`config.mk`:
```
export PLATFORM = sky130hd
export DESIGN_NAME = kseq_watchdog
export DESIGN_NICKNAME = d
export VERILOG_FILES = /design/src/rtl/wdg_pkg.sv /design/src/rtl/wdg_key_decode.sv /design/src/rtl/wdg_arm_state.sv /design/src/rtl/wdg_timeout_ctr.sv /design/src/rtl/wdg_reset_hold.sv /design/src/rtl/kseq_watchdog.sv
export SDC_FILE = /design/constraint.sdc
export NUM_CORES = 1
export LEC_CHECK = 0
export BUFFER_PORTS_ARGS = -buffer_cell sky130_fd_sc_hd__clkbuf_2
export CAP_MARGIN = 10
export CORE_MARGIN = 5
export CORE_UTILIZATION = 35
export CTS_BUF_LIST = sky130_fd_sc_hd__clkbuf_4
export DETAILED_ROUTE_END_ITERATION = 12
export PLACE_DENSITY_LB_ADDON = 0.3
export SKIP_CTS_REPAIR_TIMING = 1
export SYNTH_ARGS = -nofsm -noshare
export SYNTH_HDL_FRONTEND = slang
export SYNTH_SLANG_ARGS = --single-unit
```
`constraint.sdc`:
```
create_clock -name clk -period 3.9 [get_ports clk]
set_input_delay 0.78 -clock clk [delete_from_list [all_inputs] [get_ports clk]]
set_output_delay 0.78 -clock clk [all_outputs]
set_load 0.03 [all_outputs]
```
`src/rtl/wdg_pkg.sv`:
```
package wdg_pkg;

  // Classification of one bus write as seen by the service logic.
  typedef enum logic [1:0] {
    KEY_NONE  = 2'd0,  // no write, or a write to another address
    KEY_ARM   = 2'd1,  // arming key written to the service register
    KEY_CLEAR = 2'd2,  // clearing key written to the service register
    KEY_OTHER = 2'd3   // any other value written to the service register
  } key_e;

endpackage

```
`src/rtl/wdg_key_decode.sv`:
```
module wdg_key_decode
  import wdg_pkg::*;
#(
  parameter int unsigned ADDR_W   = 8,
  parameter int unsigned DATA_W   = 8,
  parameter logic [ADDR_W-1:0] SVC_ADDR = ADDR_W'(8'h3A),
  parameter logic [DATA_W-1:0] ARM_KEY  = DATA_W'(8'h55),
  parameter logic [DATA_W-1:0] CLR_KEY  = DATA_W'(8'hAA)
) (
  input  logic              wr_en,
  input  logic [ADDR_W-1:0] wr_addr,
  input  logic [DATA_W-1:0] wr_data,
  output key_e              kind
);

  logic hit;

  assign hit = wr_en && (wr_addr == SVC_ADDR);

  always_comb begin
    if (!hit)                    kind = KEY_NONE;
    else if (wr_data == ARM_KEY) kind = KEY_ARM;
    else if (wr_data == CLR_KEY) kind = KEY_CLEAR;
    else                         kind = KEY_OTHER;
  end

endmodule

```
`src/rtl/wdg_arm_state.sv`:
```
module wdg_arm_state
  import wdg_pkg::*;
(
  input  logic clk,
  input  logic rst_n,
  input  key_e kind,
  input  logic busy,
  output logic armed,
  output logic clear_evt
);

  // A clear is honoured only while armed and outside a reset request.
  assign clear_evt = !busy && armed && (kind == KEY_CLEAR);

  always_ff @(posedge clk or negedge rst_n) begin
    if (!rst_n) begin
      armed <= 1'b0;
    end else if (busy) begin
      armed <= 1'b0;
    end else if (kind == KEY_ARM) begin
      armed <= 1'b1;
    end else if (clear_evt) begin
      armed <= 1'b0;
    end
  end

endmodule

```
`src/rtl/wdg_timeout_ctr.sv`:
```
module wdg_timeout_ctr #(
  parameter int unsigned TIMEOUT = 4096,
  localparam int unsigned CNT_W  = (TIMEOUT > 2) ? $clog2(TIMEOUT) : 1
) (
  input  logic             clk,
  input  logic             rst_n,
  input  logic             en,
  input  logic             busy,
  input  logic             clear_evt,
  output logic             expire,
  output logic [CNT_W-1:0] cnt
);

  localparam logic [CNT_W-1:0] LAST = CNT_W'(TIMEOUT - 1);

  logic at_last;

  assign at_last = (cnt == LAST);
  // A clear arriving on the terminal cycle takes priority over expiry.
  assign expire  = en && !busy && !clear_evt && at_last;

  always_ff @(posedge clk or negedge rst_n) begin
    if (!rst_n) begin
      cnt <= '0;
    end else if (busy || clear_evt || expire) begin
      cnt <= '0;
    end else if (en) begin
      cnt <= cnt + 1'b1;
    end
  end

endmodule

```
`src/rtl/wdg_reset_hold.sv`:
```
module wdg_reset_hold #(
  parameter int unsigned HOLD = 4,
  localparam int unsigned HOLD_W = (HOLD > 2) ? $clog2(HOLD) : 1
) (
  input  logic clk,
  input  logic rst_n,
  input  logic expire,
  output logic rst_req
);

  localparam logic [HOLD_W-1:0] HOLD_LAST = HOLD_W'(HOLD - 1);

  logic [HOLD_W-1:0] hcnt;

  always_ff @(posedge clk or negedge rst_n) begin
    if (!rst_n) begin
      rst_req <= 1'b0;
      hcnt    <= '0;
    end else if (rst_req) begin
      if (hcnt == HOLD_LAST) begin
        rst_req <= 1'b0;
        hcnt    <= '0;
      end else begin
        hcnt <= hcnt + 1'b1;
      end
    end else if (expire) begin
      rst_req <= 1'b1;
      hcnt    <= '0;
    end
  end

endmodule

```
`src/rtl/kseq_watchdog.sv`:
```
module kseq_watchdog
  import wdg_pkg::*;
#(
  parameter int unsigned ADDR_W   = 8,
  parameter int unsigned DATA_W   = 8,
  parameter logic [ADDR_W-1:0] SVC_ADDR = ADDR_W'(8'h3A),
  parameter logic [DATA_W-1:0] ARM_KEY  = DATA_W'(8'h55),
  parameter logic [DATA_W-1:0] CLR_KEY  = DATA_W'(8'hAA),
  parameter int unsigned TIMEOUT  = 4096,
  parameter int unsigned HOLD     = 4
) (
  input  logic              clk,
  input  logic              rst_n,
  input  logic              en,
  input  logic              wr_en,
  input  logic [ADDR_W-1:0] wr_addr,
  input  logic [DATA_W-1:0] wr_data,
  input  logic [ADDR_W-1:0] rd_addr,
  output logic [DATA_W-1:0] rd_data,
  output logic              rst_req
);

  localparam int unsigned CNT_W = (TIMEOUT > 2) ? $clog2(TIMEOUT) : 1;

  key_e             key_kind;
  logic             armed;
  logic             clear_evt;
  logic             expire;
  logic [CNT_W-1:0] ctr_val;

  // The service register keeps no readable state; every read is zero.
  assign rd_data = {DATA_W{1'b0}} & {DATA_W{rd_addr == SVC_ADDR}};

  wdg_key_decode #(
    .ADDR_W  (ADDR_W),
    .DATA_W  (DATA_W),
    .SVC_ADDR(SVC_ADDR),
    .ARM_KEY (ARM_KEY),
    .CLR_KEY (CLR_KEY)
  ) u_decode (
    .wr_en  (wr_en),
    .wr_addr(wr_addr),
    .wr_data(wr_data),
    .kind   (key_kind)
  );

  wdg_arm_state u_arm (
    .clk      (clk),
    .rst_n    (rst_n),
    .kind     (key_kind),
    .busy     (rst_req),
    .armed    (armed),
    .clear_evt(clear_evt)
  );

  wdg_timeout_ctr #(
    .TIMEOUT(TIMEOUT)
  ) u_ctr (
    .clk      (clk),
    .rst_n    (rst_n),
    .en       (en),
    .busy     (rst_req),
    .clear_evt(clear_evt),
    .expire   (expire),
    .cnt      (ctr_val)
  );

  wdg_reset_hold #(
    .HOLD(HOLD)
  ) u_hold (
    .clk    (clk),
    .rst_n  (rst_n),
    .expire (expire),
    .rst_req(rst_req)
  );

endmodule

```
Yosys cells after proc, flatten, opt, wreduce, memory -nomap -nowiden
Index checks and enable logic that the tools add are counted.
W data, S select, Z words.
{ "word_totals": {"ff_bits": 16, "inputBits": 28, "out_inout_bits": 9, "word_cells": 40} }
{ "op_classes": {"add_sub_neg": 2, "eq_ne": 7, "n_mux": 14, "n_reduce_logical": 13} }
{ "ops": {"columns": ["op", "n"], "rows": [
  ["$mux W12", 2],
  ["$add A12 B1 Y12 const B", 1],
  ["$eq A12 B12 Y1 const B", 1],
  ["$mux W2", 5],
  ["$eq A8 B6 Y1 const B", 1],
  ["$eq A8 B7 Y1 const B", 1],
  ["$eq A8 B8 Y1 const B", 1],
  ["$mux W1", 7],
  ["$logic_and A1 B1 Y1", 6],
  ["$eq A2 B2 Y1 const B", 2],
  ["$reduce_bool A2 Y1", 2],
  ["$reduce_bool A3 Y1", 1],
  ["$add A2 B1 Y2 const B", 1],
  ["$eq A2 B1 Y1 const B", 1],
  ["$logic_not A1 Y1", 2],
  ["$logic_or A1 B1 Y1", 2]
]} }

Depth between registers and ports, before layout
Gate-level depths: netlist of run 1.
{ "logic_depth": {"depth_word": 11, "depth_mapped": 5, "depth_no_buf": 5} }

Cells and area by module
From an unflattened synthesis of run 1, not the netlist that was laid out.
{ "hier_totals": {"cells_unflattened": 95, "hier_area_um2": 999.7} }
{ "by_module_without_submodules": {"columns": ["module", "n_inst", "cells_per_inst", "area_per_inst_um2", "seq_area_each_um2"], "rows": [
  ["wdg_timeout_ctr", 1, 62, 675.6, 300.3],
  ["wdg_reset_hold", 1, 9, 121.4, 75.1],
  ["wdg_key_decode", 1, 9, 81.3, 0.0],
  ["kseq_watchdog", 1, 9, 63.8, 0.0],
  ["wdg_arm_state", 1, 6, 57.6, 25.0]
]} }

Least setup slack after synthesis of run 1
OpenSTA, ideal clock, no wires.
{ "synth_path": {"kind": "input port to flip-flop", "start": "in en", "end": "reg u_ctr.cnt[0]", "setup_ns": 0.131, "arrival_time_ns": 1.696, "required_ns": 3.769, "setup_slack_ns": 2.073, "cell_stages": 5, "n_path_buf": 1, "cell_sequence": "buf_2 > nand3_1 > o41ai_1 > o21bai_2 > nor2_1"} }
{ "synth_between": {"elab_chain_cells": 5, "elab_cells_between_ends": 6, "cone_classes": "mux (1); reduce/logical (5)"} }
{ "synth_lines": {"columns": ["item", "line_no", "text"], "rows": [
  ["from (decl)", "kseq_watchdog.sv:14", "input logic en,"],
  ["$logic_and A1 B1 Y1 (3 in a row)", "wdg_timeout_ctr.sv:20", "assign expire = en && !busy && !clear_evt && at_last;"],
  ["$logic_or A1 B1 Y1", "wdg_timeout_ctr.sv:25", "end else if (busy || clear_evt || expire) begin"],
  ["$mux W12 / $reduce_bool A2 Y1 (equally long branches)", null, null],
  ["to (signal assigned)", "wdg_timeout_ctr.sv:28", "cnt <= cnt + 1'b1;"],
  ["to (decl)", "wdg_timeout_ctr.sv:11", "output logic [CNT_W-1:0] cnt"]
]} }
Parallel ways exist; a longest one is shown, timed or not.
A chain may end at the register's enable or synchronous reset.

Final worst setup path of run 1
{ "layout_path": {"start": "in wr_addr[7]", "end": "reg u_ctr.cnt[0]"} }
{ "layout_between": {"elab_chain_cells": 10, "elab_cells_between_ends": 12, "cone_classes": "eq/ne (2); mux (2); reduce/logical (8)"} }
{ "layout_lines": {"columns": ["item", "line_no", "text"], "rows": [
  ["from (decl)", "kseq_watchdog.sv:16", "input logic [ADDR_W-1:0] wr_addr,"],
  ["$eq A8 B6 Y1 (*)", "wdg_key_decode.sv:18", "assign hit = wr_en && (wr_addr == SVC_ADDR);"],
  ["$logic_and A1 B1 Y1 (*)", "wdg_key_decode.sv:18", null],
  ["$mux W2 (*)", "wdg_key_decode.sv:21", "if (!hit) kind = KEY_NONE;"],
  ["$eq A2 B2 Y1 (*)", "wdg_arm_state.sv:13", "assign clear_evt = !busy && armed && (kind == KEY_CLEAR);"],
  ["$logic_and A1 B1 Y1 (*)", "wdg_arm_state.sv:13", null],
  ["$logic_not A1 Y1", "wdg_timeout_ctr.sv:20", null],
  ["$logic_and A1 B1 Y1 (2 in a row)", "wdg_timeout_ctr.sv:20", null],
  ["$logic_or A1 B1 Y1 (*)", "wdg_timeout_ctr.sv:25", null],
  ["$mux W12 / $reduce_bool A2 Y1 (equally long branches)", null, null]
]} }
Every way passes the cells marked *; elsewhere a longest branch is shown, timed or not.

==> out/metrics.csv, run 1 <==
stage,metric,value,unit
outcome,status,"finished, final reports clean",
synth,Seq cells post-synth,16,
timing,worst clock skew,0.00353,ns
timing,Hold WS,0.407,ns
critical_path,CP Cell Sequence,clkbuf_2 -> nor4bb_1 -> nand4_1 -> o21bai_2 -> nor2_1,
timing,setup TNS,0,ns
synth,post-synthesis cell type count,35,
power,Clk pwr share,19.9,%
critical_path,Buf/Inv on CP,1,
route,met2 wire length,931,um
finish,"most common cell after layout, fill and taps aside",clkbuf_2,
synth,"EDFF count, synth",0,
route,met3 wire len,98,um
timing,Max Slew Vio Count,0,
synth,area share of fa/ha/maj cells after synthesis,2.64,%
min_path,HP Class,in2async,
critical_path,CP endpoint kind,flop,
critical_path,CP top delay family,simple AND/OR/NAND/NOR gates,
route,Vias,756,
critical_path,Setup CP Type,in2reg,
synth,Simple-Gate Fraction of Synth Area,28.2,%
floorplan,Die W,62.1,um
synth,Syn. warnings,0,
clock_tree,CTS max path bufs,2,
clock_tree,H-tree depth,1,
synth,cell count after synthesis,97,
route,detailed-route wire length,1800,um
timing,Fin. Hold Viols,0,
power,Comb power frac,25.5,%
finish,share of cells above drive strength 1,25.2,%
synth,Mapped Area,948,um^2
synth,mux share of post-synthesis cell area,3.30,%
synth,Post-Synth XOR/XNOR Area,8.31,%
route,Max Used Layer,met4,
floorplan,Ports,37,
clock_tree,CTS buffer count,3,
timing,Fmax,560,MHz
timing,unrepaired setup endpoints after global routing,no,
clock_tree,total clock sinks,16,
floorplan,num rows,18,
grt,vias in the first global route,752,
synth,"FFs w/ async S/R, synth",100,%
finish,Final Instance Area,1070,um^2
finish,Diodes inserted,0,
finish,"commonest non-fill, non-tap cells in the layout","20 x clkbuf_2, 16 x dfrtp_1, 11 x nor2_1",
critical_path,critical path arrival,1.95,ns
clock_tree,clock root buffer,clkbuf_4,
power,pwr dens,412,nW/um^2
grt,GRT Total Usage,11.1,%
floorplan,core area,2540,um^2
timing,post-route minimum period,1.78,ns
route,M1 WL,754,um
synth,Compound-Gate Fraction of Synth Area,6.73,%
power,Int Power,0.287,mW
floorplan,Starting Density,37.3,%
placement,RePlAce Congestion,0.716,
power,Sequential Power Share,54.6,%
synth,Main synth FF type,dfrtp_1,
route,vias per cell,5.07,
floorplan,Chip Height,62.1,um
placement,DP Wirelength,1430,um
route,DR WL/cell,12.1,um
grt,largest net degree at the start of global routing,17,
placement,Placed Instance Area,1050,um^2
critical_path,CP required,4.06,ns
synth,syn avg cell area,9.78,um^2
finish,# nets final,150,
critical_path,crit-path max FO,9,
timing,fin crit share,45.8,%
grt,GR Overflow Total,0,
floorplan,die area,3850,um^2
clock_tree,clk_lat worst skew,0.28,ns
grt,initial antenna violation count,0,
power,Leak Pwr,0.493,nW
clock_tree,TritonCTS clock tree,done,
finish,synth-to-layout area growth,13.2,%
route,TritonRoute pass-1 iters,4,
timing,setup violators final,0,
power,Peak supply drop,344,uV
power,Sw Ratio,35.2,%
synth,sequential area share after synthesis,42.2,%
critical_path,Startpoint Class,primary input,
run,max-cap violations,0,
power,Switching Power,0.155,mW
synth,largest family of logic cells by synthesized area,simple AND/OR/NAND/NOR gates,
grt,first-pass GRT wire length,3150,um
clock_tree,clk slew on worst S/H paths,0.09,ns
critical_path,slowest cell delay on critical path,0.44,ns
placement,PortBufs,20,
route,DRC,0,
critical_path,Crit-path slowest cell,o21bai_2,
route,DRT antenna net count,0,
route,drt initial violations,21,
==> registers in the layout, summed over array words and instances (netlist names) <==
register and flops:
u_arm.armed 1, u_ctr.cnt 12, u_hold.hcnt 2, u_hold.rst_req 1
==> layer usage <==
metal	up-vias	GRT usage, %
met5	-	0
met4	0	2.73
met3	2	4.34
met2	16	19.7
met1	366	12.5
li1	372	-
==> cells in the mapped netlist (3+ instances only) <==
master / count / area (um^2)
and2_1: 3 / 18.8
nor2_1: 11 / 41.3
nand3_1: 4 / 20.0
dfrtp_1: 16 / 400
xnor2_1: 5 / 43.8
nand2_1: 6 / 22.5
nor3_1: 4 / 20.0
nand4_1: 3 / 18.8
xor2_1: 4 / 35.0
nor4bb_1: 3 / 30.0
buf_4: 8 / 60.1
==> per-stage QoR <==
stage          instances  setup slack (ns)  power, mW  util, %
6_report             149              2.12      0.442     42.2
4_1_cts              149              2.08      0.450     42.2
3_5_place_dp         145              1.76      0.359     41.2
3_3_place_gp         145              1.84      0.350     41.2
5_1_grt              149              2.03      0.481     42.2
2_1_floorplan        104              2.07      0.330        -
==> power by group through the flow <==
stage          clock (mW)  sequential (mW)  combinational (mW)
2_1_floorplan           0            0.239              0.0914
3_3_place_gp            0            0.243               0.107
3_5_place_dp            0            0.245               0.114
4_1_cts            0.0941            0.242               0.114
5_1_grt             0.103            0.247               0.131
6_report           0.0881            0.241               0.113
==> layout make-up <==
class                   instances  area (um^2)
well taps                      30         37.5
flip-flops and latches         16          400
inverters                       3         12.5
clock inverters                 1         3.75
multi-input cells              76          497
repair buffers                 20          100
clock buffers                   3         22.5
fillers                       261         1470
==> worst paths after layout <==
check                           depth (start not counted)           end         start  slack, ns
worst max-delay path                                    5  u_ctr.cnt[0]    wr_addr[7]       2.12
worst min-delay path                                    1  u_ctr.cnt[7]         rst_n       0.41
worst max register to register                          5  u_ctr.cnt[0]  u_ctr.cnt[0]       2.20
worst min register to register                          1   u_arm.armed   u_arm.armed       0.55
max in group asynchronous                               1  u_ctr.cnt[6]         rst_n       3.21
min in group clk                                        1   u_arm.armed   u_arm.armed       0.55
==> logic make-up (layout without fill, tap and decap cells) <==
group | after synthesis | in the layout
and+or+nand+nor | 45 | 45
DFF | 16 | 16
buffers and inverters | 12 | 27
AOI/OAI and AO/OA | 9 | 9
xor gates and xnor gates | 9 | 9
muxes | 3 | 3
adders and majority gates | 2 | 2
other | 1 | 8
(Power assumes the default switching activity.)
==> run 2, diff against run 1 <==
clock period = 1.45 ns   (was 3.9 ns; I/O delays follow)
==> run 2 against run 1 <==
Net effect:
- the flow now finishes with violations (setup timing)
- global-route usage rose by 1.1 points
- utilization rose by 10 points
- sequential power rose to 2.6 times the previous value
- count of clock-buffer cells in the layout did not move
- power rose to 3.3 times the previous value
- via count rose by 11%
- critical path depth fell by 1
- largest power group unchanged
- highest routed layer unchanged
==> out/metrics.csv, run 2 (same netlist as run 1, synthesis figures left out) <==
stage,metric,value,unit
floorplan,Chip Height,62.1,um
floorplan,Ports,37,
finish,"commonest non-fill, non-tap cells in the layout","20 x clkbuf_2, 17 x buf_4, 16 x dfrtp_1",
route,DRT antenna net count,0,
outcome,failing checks,setup timing,
finish,synth-to-layout area growth,40.6,%
clock_tree,clk_lat worst skew,0.29,ns
timing,post-route minimum period,1.46,ns
placement,PortBufs,20,
finish,top flop regs,"u_ctr.cnt x12, u_hold.hcnt x2",
power,pwr dens,1090,nW/um^2
clock_tree,TritonCTS clock tree,done,
route,vias per cell,5.01,
floorplan,core area,2540,um^2
critical_path,Crit-path slowest cell,dfrtp_1,
grt,vias in the first global route,850,
power,Leak Pwr,0.625,nW
finish,Diodes inserted,0,
timing,setup violators final,1,
critical_path,Setup CP Type,reg2reg,
critical_path,CP Cell Sequence,nand3_4 -> or3_1 -> or3_4 -> a21oi_2,
critical_path,R2R cell count,4,
finish,share of cells above drive strength 1,43.5,%
finish,Layout fillers,236,
clock_tree,total clock sinks,16,
clock_tree,clock root buffer,clkbuf_4,
timing,worst clock skew,0.00430,ns
finish,largest reg by FF count,u_ctr.cnt,
grt,first-pass GRT wire length,3440,um
route,DRC,0,
outcome,status,"complete, but fails checks",
power,Comb power frac,40.2,%
route,TritonRoute pass-1 iters,4,
finish,max reg flops,12,
clock_tree,clk slew on worst S/H paths,0.09,ns
floorplan,die area,3850,um^2
power,Clk pwr share,16.3,%
timing,unrepaired setup endpoints after global routing,yes,
route,drt initial violations,16,
placement,DP Wirelength,1600,um
timing,worst setup margin,-0.00891,ns
critical_path,slowest cell delay on critical path,0.42,ns
finish,Final Instance Area,1330,um^2
route,DR WL/cell,13.8,um
critical_path,Buf/Inv on CP,0,
timing,Max Slew Vio Count,0,
grt,initial antenna violation count,0,
critical_path,CP required,1.67,ns
power,Sequential Power Share,43.5,%
grt,GR Overflow Total,0,
placement,RePlAce Congestion,0.765,
critical_path,Startpoint Class,flop,
clock_tree,CTS buffer count,3,
timing,Fmax,685,MHz
clock_tree,CTS max path bufs,2,
timing,fin crit share,101,%
min_path,HP Class,in2reg,
timing,Fin. Hold Viols,0,
floorplan,num rows,18,
critical_path,crit-path max FO,4,
critical_path,CP top delay family,simple AND/OR/NAND/NOR gates,
power,Peak supply drop,893,uV
route,detailed-route wire length,2310,um
timing,setup TNS,-0.00891,ns
finish,# nets final,170,
floorplan,Starting Density,37.3,%
critical_path,WP depth,4,
route,Vias,841,
power,Switching Power,0.517,mW
finish,"most common cell after layout, fill and taps aside",clkbuf_2,
critical_path,CP endpoint kind,flop,
grt,GRT Total Usage,12.2,%
run,max-cap violations,0,
min_path,hold path depth,4,
power,Int Power,0.930,mW
critical_path,critical path arrival,1.68,ns
grt,largest net degree at the start of global routing,17,
clock_tree,H-tree depth,1,
power,Sw Ratio,35.7,%
placement,Placed Instance Area,1140,um^2
floorplan,Die W,62.1,um
placement,pre-CTS setup slack,-0.112,ns
## run 2: changes by cell type in the layout (fill, tap and decap cells not counted), moves of 2 or more
cell,before,now
a21oi_1,2,0
a21oi_2,0,2
buf_4,0,17
nand3_1,4,2
nand3_4,0,2
o21bai_4,0,2
## run 2: final timing paths
| check | slack (ns) | from | to |
|---|---|---|---|
| max reg2reg | -0.009 | u_ctr.cnt[5] | u_ctr.cnt[11] |
| min reg2reg | 0.58 | u_ctr.cnt[11] | u_ctr.cnt[11] |
| min in group asynchronous | 0.46 | rst_n | u_arm.armed |
| max in group asynchronous | 0.70 | rst_n | u_ctr.cnt[3] |
| min | 0.42 | wr_data[2] | u_arm.armed |
| max | -0.009 | u_ctr.cnt[5] | u_ctr.cnt[11] |
## run 2: metal layers
metal / wire length (um) / vias up / global-route usage [%]
li1: - / 412 / -
met1: 908 / 414 / 13.0
met2: 1290 / 13 / 23.4
met3: 101 / 2 / 3.93
met4: 10 / 0 / 2.12
met5: 0 / - / 0
## run 2: area by class of cell
class | instances | area, um^2 | share of cell area (%)
Multi-Input combinational cell | 77 | 612 | 45.9
Inverter | 3 | 12.5 | 0.938
Tap cell | 30 | 37.5 | 2.81
Sequential cell | 16 | 400 | 30.0
Timing Repair Buffer | 39 | 249 | 18.7
Clock buffer | 3 | 22.5 | 1.69
## run 2: power groups by stage
| stage | logic (mW) | registers, mW | clock network (mW) |
|---|---|---|---|
| global route | 0.655 | 0.640 | 0.272 |
| detailed placement | 0.486 | 0.608 | 0 |
| finish | 0.582 | 0.630 | 0.236 |
| CTS | 0.490 | 0.601 | 0.241 |
| global placement | 0.462 | 0.598 | 0 |
| floorplan | 0.246 | 0.642 | 0 |
## run 2: stage by stage
stage                     util [%]  instances  hold WS, ns  power [mW]
after CTS                     45.6        159      -0.0762        1.33
final                         52.4        168        0.420        1.45
after global placement        44.7        156        0.234        1.06
after floorplan                  -        104     -0.00559       0.887
after global routing          52.4        168        0.433        1.57
after detailed placement      44.7        156        0.242        1.09
## run 2: worst register-to-register path: stages, from the launching register on
cell,delay (ns)
dfrtp_1,0.42
nand3_4,0.12
or3_1,0.38
or3_4,0.34
a21oi_2,0.13
==> run 3, diff against run 2 <==
ABC_AREA = 1   (was unset)
PLACE_DENSITY_LB_ADDON = 0.25   (was 0.3)
==> run 3 against run 2 <==
Net effect:
- the run now ends clean
- hold slack got worse by 0.099 ns
- critical endpoint is now u_ctr.cnt[0]
- register-to-register slack improved by 0.07 ns
- largest cell class unchanged
- critical path type unchanged
- routed wire length decreased by 25%
- sequential cell count unchanged
- count of clock-buffer cells in the layout unchanged
- first-iteration DRC count decreased by 38%
- global-route usage decreased by 2.1 points
- die area unchanged
==> out/metrics.csv, run 3 <==
stage,metric,value,unit
power,Leak Pwr,0.552,nW
route,drt initial violations,10,
synth,ranking of synthesized cells by area,"dfrtp_1 42%, nor2_1 9.5%, xor2_1 6.5%",
floorplan,Die W,62.1,um
synth,Syn. warnings,0,
clock_tree,clock root buffer,clkbuf_4,
route,TritonRoute pass-1 iters,2,
timing,unrepaired setup endpoints after global routing,yes,
floorplan,die area,3850,um^2
outcome,status,"finished, final reports clean",
critical_path,critical path arrival,1.62,ns
grt,vias in the first global route,701,
grt,GR Overflow Total,0,
critical_path,CP required,1.68,ns
floorplan,num rows,18,
timing,setup violators final,0,
floorplan,Chip Height,62.1,um
synth,"FFs w/ async S/R, synth",100,%
min_path,HP Class,in2reg,
synth,"EDFF count, synth",0,
placement,DP Wirelength,1380,um
floorplan,Ports,37,
synth,Main synth FF type,dfrtp_1,
route,DRC,0,
clock_tree,CTS max path bufs,2,
timing,Hold WS,0.321,ns
timing,Fmax,719,MHz
route,Vias,765,
route,DR WL/cell,10.4,um
synth,post-synthesis cell type count,25,
power,Peak supply drop,706,uV
synth,Seq cells post-synth,16,
critical_path,Setup CP Type,reg2reg,
clock_tree,H-tree depth,1,
clock_tree,clk_lat worst skew,0.29,ns
synth,commonest cells in the netlist,"24 x nor2_1, 16 x dfrtp_1, 14 x nand2_1",
synth,cell count after synthesis,110,
clock_tree,TritonCTS clock tree,done,
clock_tree,clk slew on worst S/H paths,0.10,ns
grt,busiest grt layer,met2,
finish,max reg flops,12,
floorplan,Starting Density,37.3,%
critical_path,CP endpoint kind,flop,
synth,most frequent cell after synthesis,nor2_1,
critical_path,crit-path max FO,5,
synth,Mapped Area,948,um^2
synth,"area leader, netlist",dfrtp_1,
timing,worst clock skew,0.00833,ns
run,max-cap violations,0,
clock_tree,total clock sinks,16,
critical_path,Startpoint Class,flop,
route,DRT antenna net count,0,
grt,met3 usage,1.86,%
finish,synth-to-layout area growth,18.6,%
grt,initial antenna violation count,0,
finish,"most common cell after layout, fill and taps aside",nor2_1,
route,vias per cell,4.58,
finish,Diodes inserted,0,
grt,first-pass GRT wire length,2830,um
finish,share of cells above drive strength 1,25.5,%
grt,met1 Resource Use GR,11.6,%
synth,proportion of netlist area held by the largest area contributor,42.2,%
synth,sequential area share after synthesis,42.2,%
placement,PortBufs,20,
timing,Fin. Hold Viols,0,
floorplan,core area,2540,um^2
timing,Max Slew Vio Count,0,
synth,syn avg cell area,8.62,um^2
power,pwr dens,1120,nW/um^2
grt,met2 GRT Util,17.0,%
timing,fin crit share,96.0,%
grt,largest net degree at the start of global routing,17,
clock_tree,CTS buffer count,3,
finish,largest reg by FF count,u_ctr.cnt,
route,detailed-route wire length,1740,um
finish,"commonest non-fill, non-tap cells in the layout","24 x nor2_1, 20 x clkbuf_2, 16 x dfrtp_1",
power,Total Power,1.26,mW
grt,GRT Total Usage,10.1,%
finish,top flop regs,"u_ctr.cnt x12, u_hold.hcnt x2",
placement,RePlAce Congestion,0.755,
finish,# nets final,168,
timing,post-route minimum period,1.39,ns
run 3: changes by cell type after synthesis, moves of 4 or more:
| cell | previous run | this run |
|---|---|---|
| nor2_1 | 11 | 24 |
| nand2_1 | 6 | 14 |
| nand3_1 | 4 | 10 |
| inv_1 | 2 | 6 |
run 3: path summary, 6_finish.rpt:
kind                              start           end  slack, ns  cells past startpoint
setup / recovery           u_ctr.cnt[1]  u_ctr.cnt[0]       0.06                      7
hold / removal               wr_data[3]   u_arm.armed       0.32                      4
setup reg to reg           u_ctr.cnt[1]  u_ctr.cnt[0]       0.06                      7
hold reg to reg             u_arm.armed   u_arm.armed       0.50                      2
max in group asynchronous         rst_n   u_arm.armed       0.72                      2
min in group asynchronous         rst_n  u_ctr.cnt[2]       0.44                      2
run 3: final cells by class:
cell class	instances	area (um^2)
Tap cell	30	37.5
Clock inverter	1	3.75
Timing Repair Buffer	25	140
Clock buffer	3	22.5
Fill cell	272	1420
Multi-Input combinational cell	86	498
Sequential cell	16	400
Inverter	6	22.5
run 3: through the flow:
step	std cells	setup slack (ns)	utilization [%]	TNS (ns)	area, um^2
floorplan	117	0.0612	-	0	975
global placement	160	0.0546	41.3	0	1050
detailed placement	160	0.0302	41.3	0	1050
CTS	164	0.0173	42.4	0	1080
global route	167	-0.0462	44.2	-0.258	1120
finish	167	0.0587	44.2	0	1120
run 3: cell families (layout without fill, tap and decap cells):
group,Yosys count,count (layout),synth area share [%]
AO/OA/AOI/OAI,3,3,1.58
AND/OR/NAND/NOR,61,62,31.8
flip-flops,16,16,42.2
other,1,8,0.395
XOR/XNOR,10,10,9.24
adder cells (fa/ha/maj),2,2,2.64
buffers and inverters,16,35,11.1
multiplexers,1,1,1.06
run 3: report_power, final:
part | total [mW] | switching [mW] | internal, mW
Clock | 0.243 | 0.143 | 0.100
Combinational | 0.361 | 0.177 | 0.184
Sequential | 0.654 | 0.120 | 0.535
Total | 1.26 | 0.440 | 0.819
run 3: critical path, cell delays in order, from the launching register on:
cell and delay [ns]:
dfrtp_1 0.44, ha_4 0.19, nand4_4 0.11, nor2_4 0.04, nand3_2 0.08, nor2_4 0.05, or2_2 0.32, nor2_1 0.11
run 3: layer usage:
metal / vias to the layer above / routed length [um]
met5: - / 0
met3: 4 / 68
met4: 0 / 33
met1: 354 / 766
met2: 11 / 871
li1: 396 / -
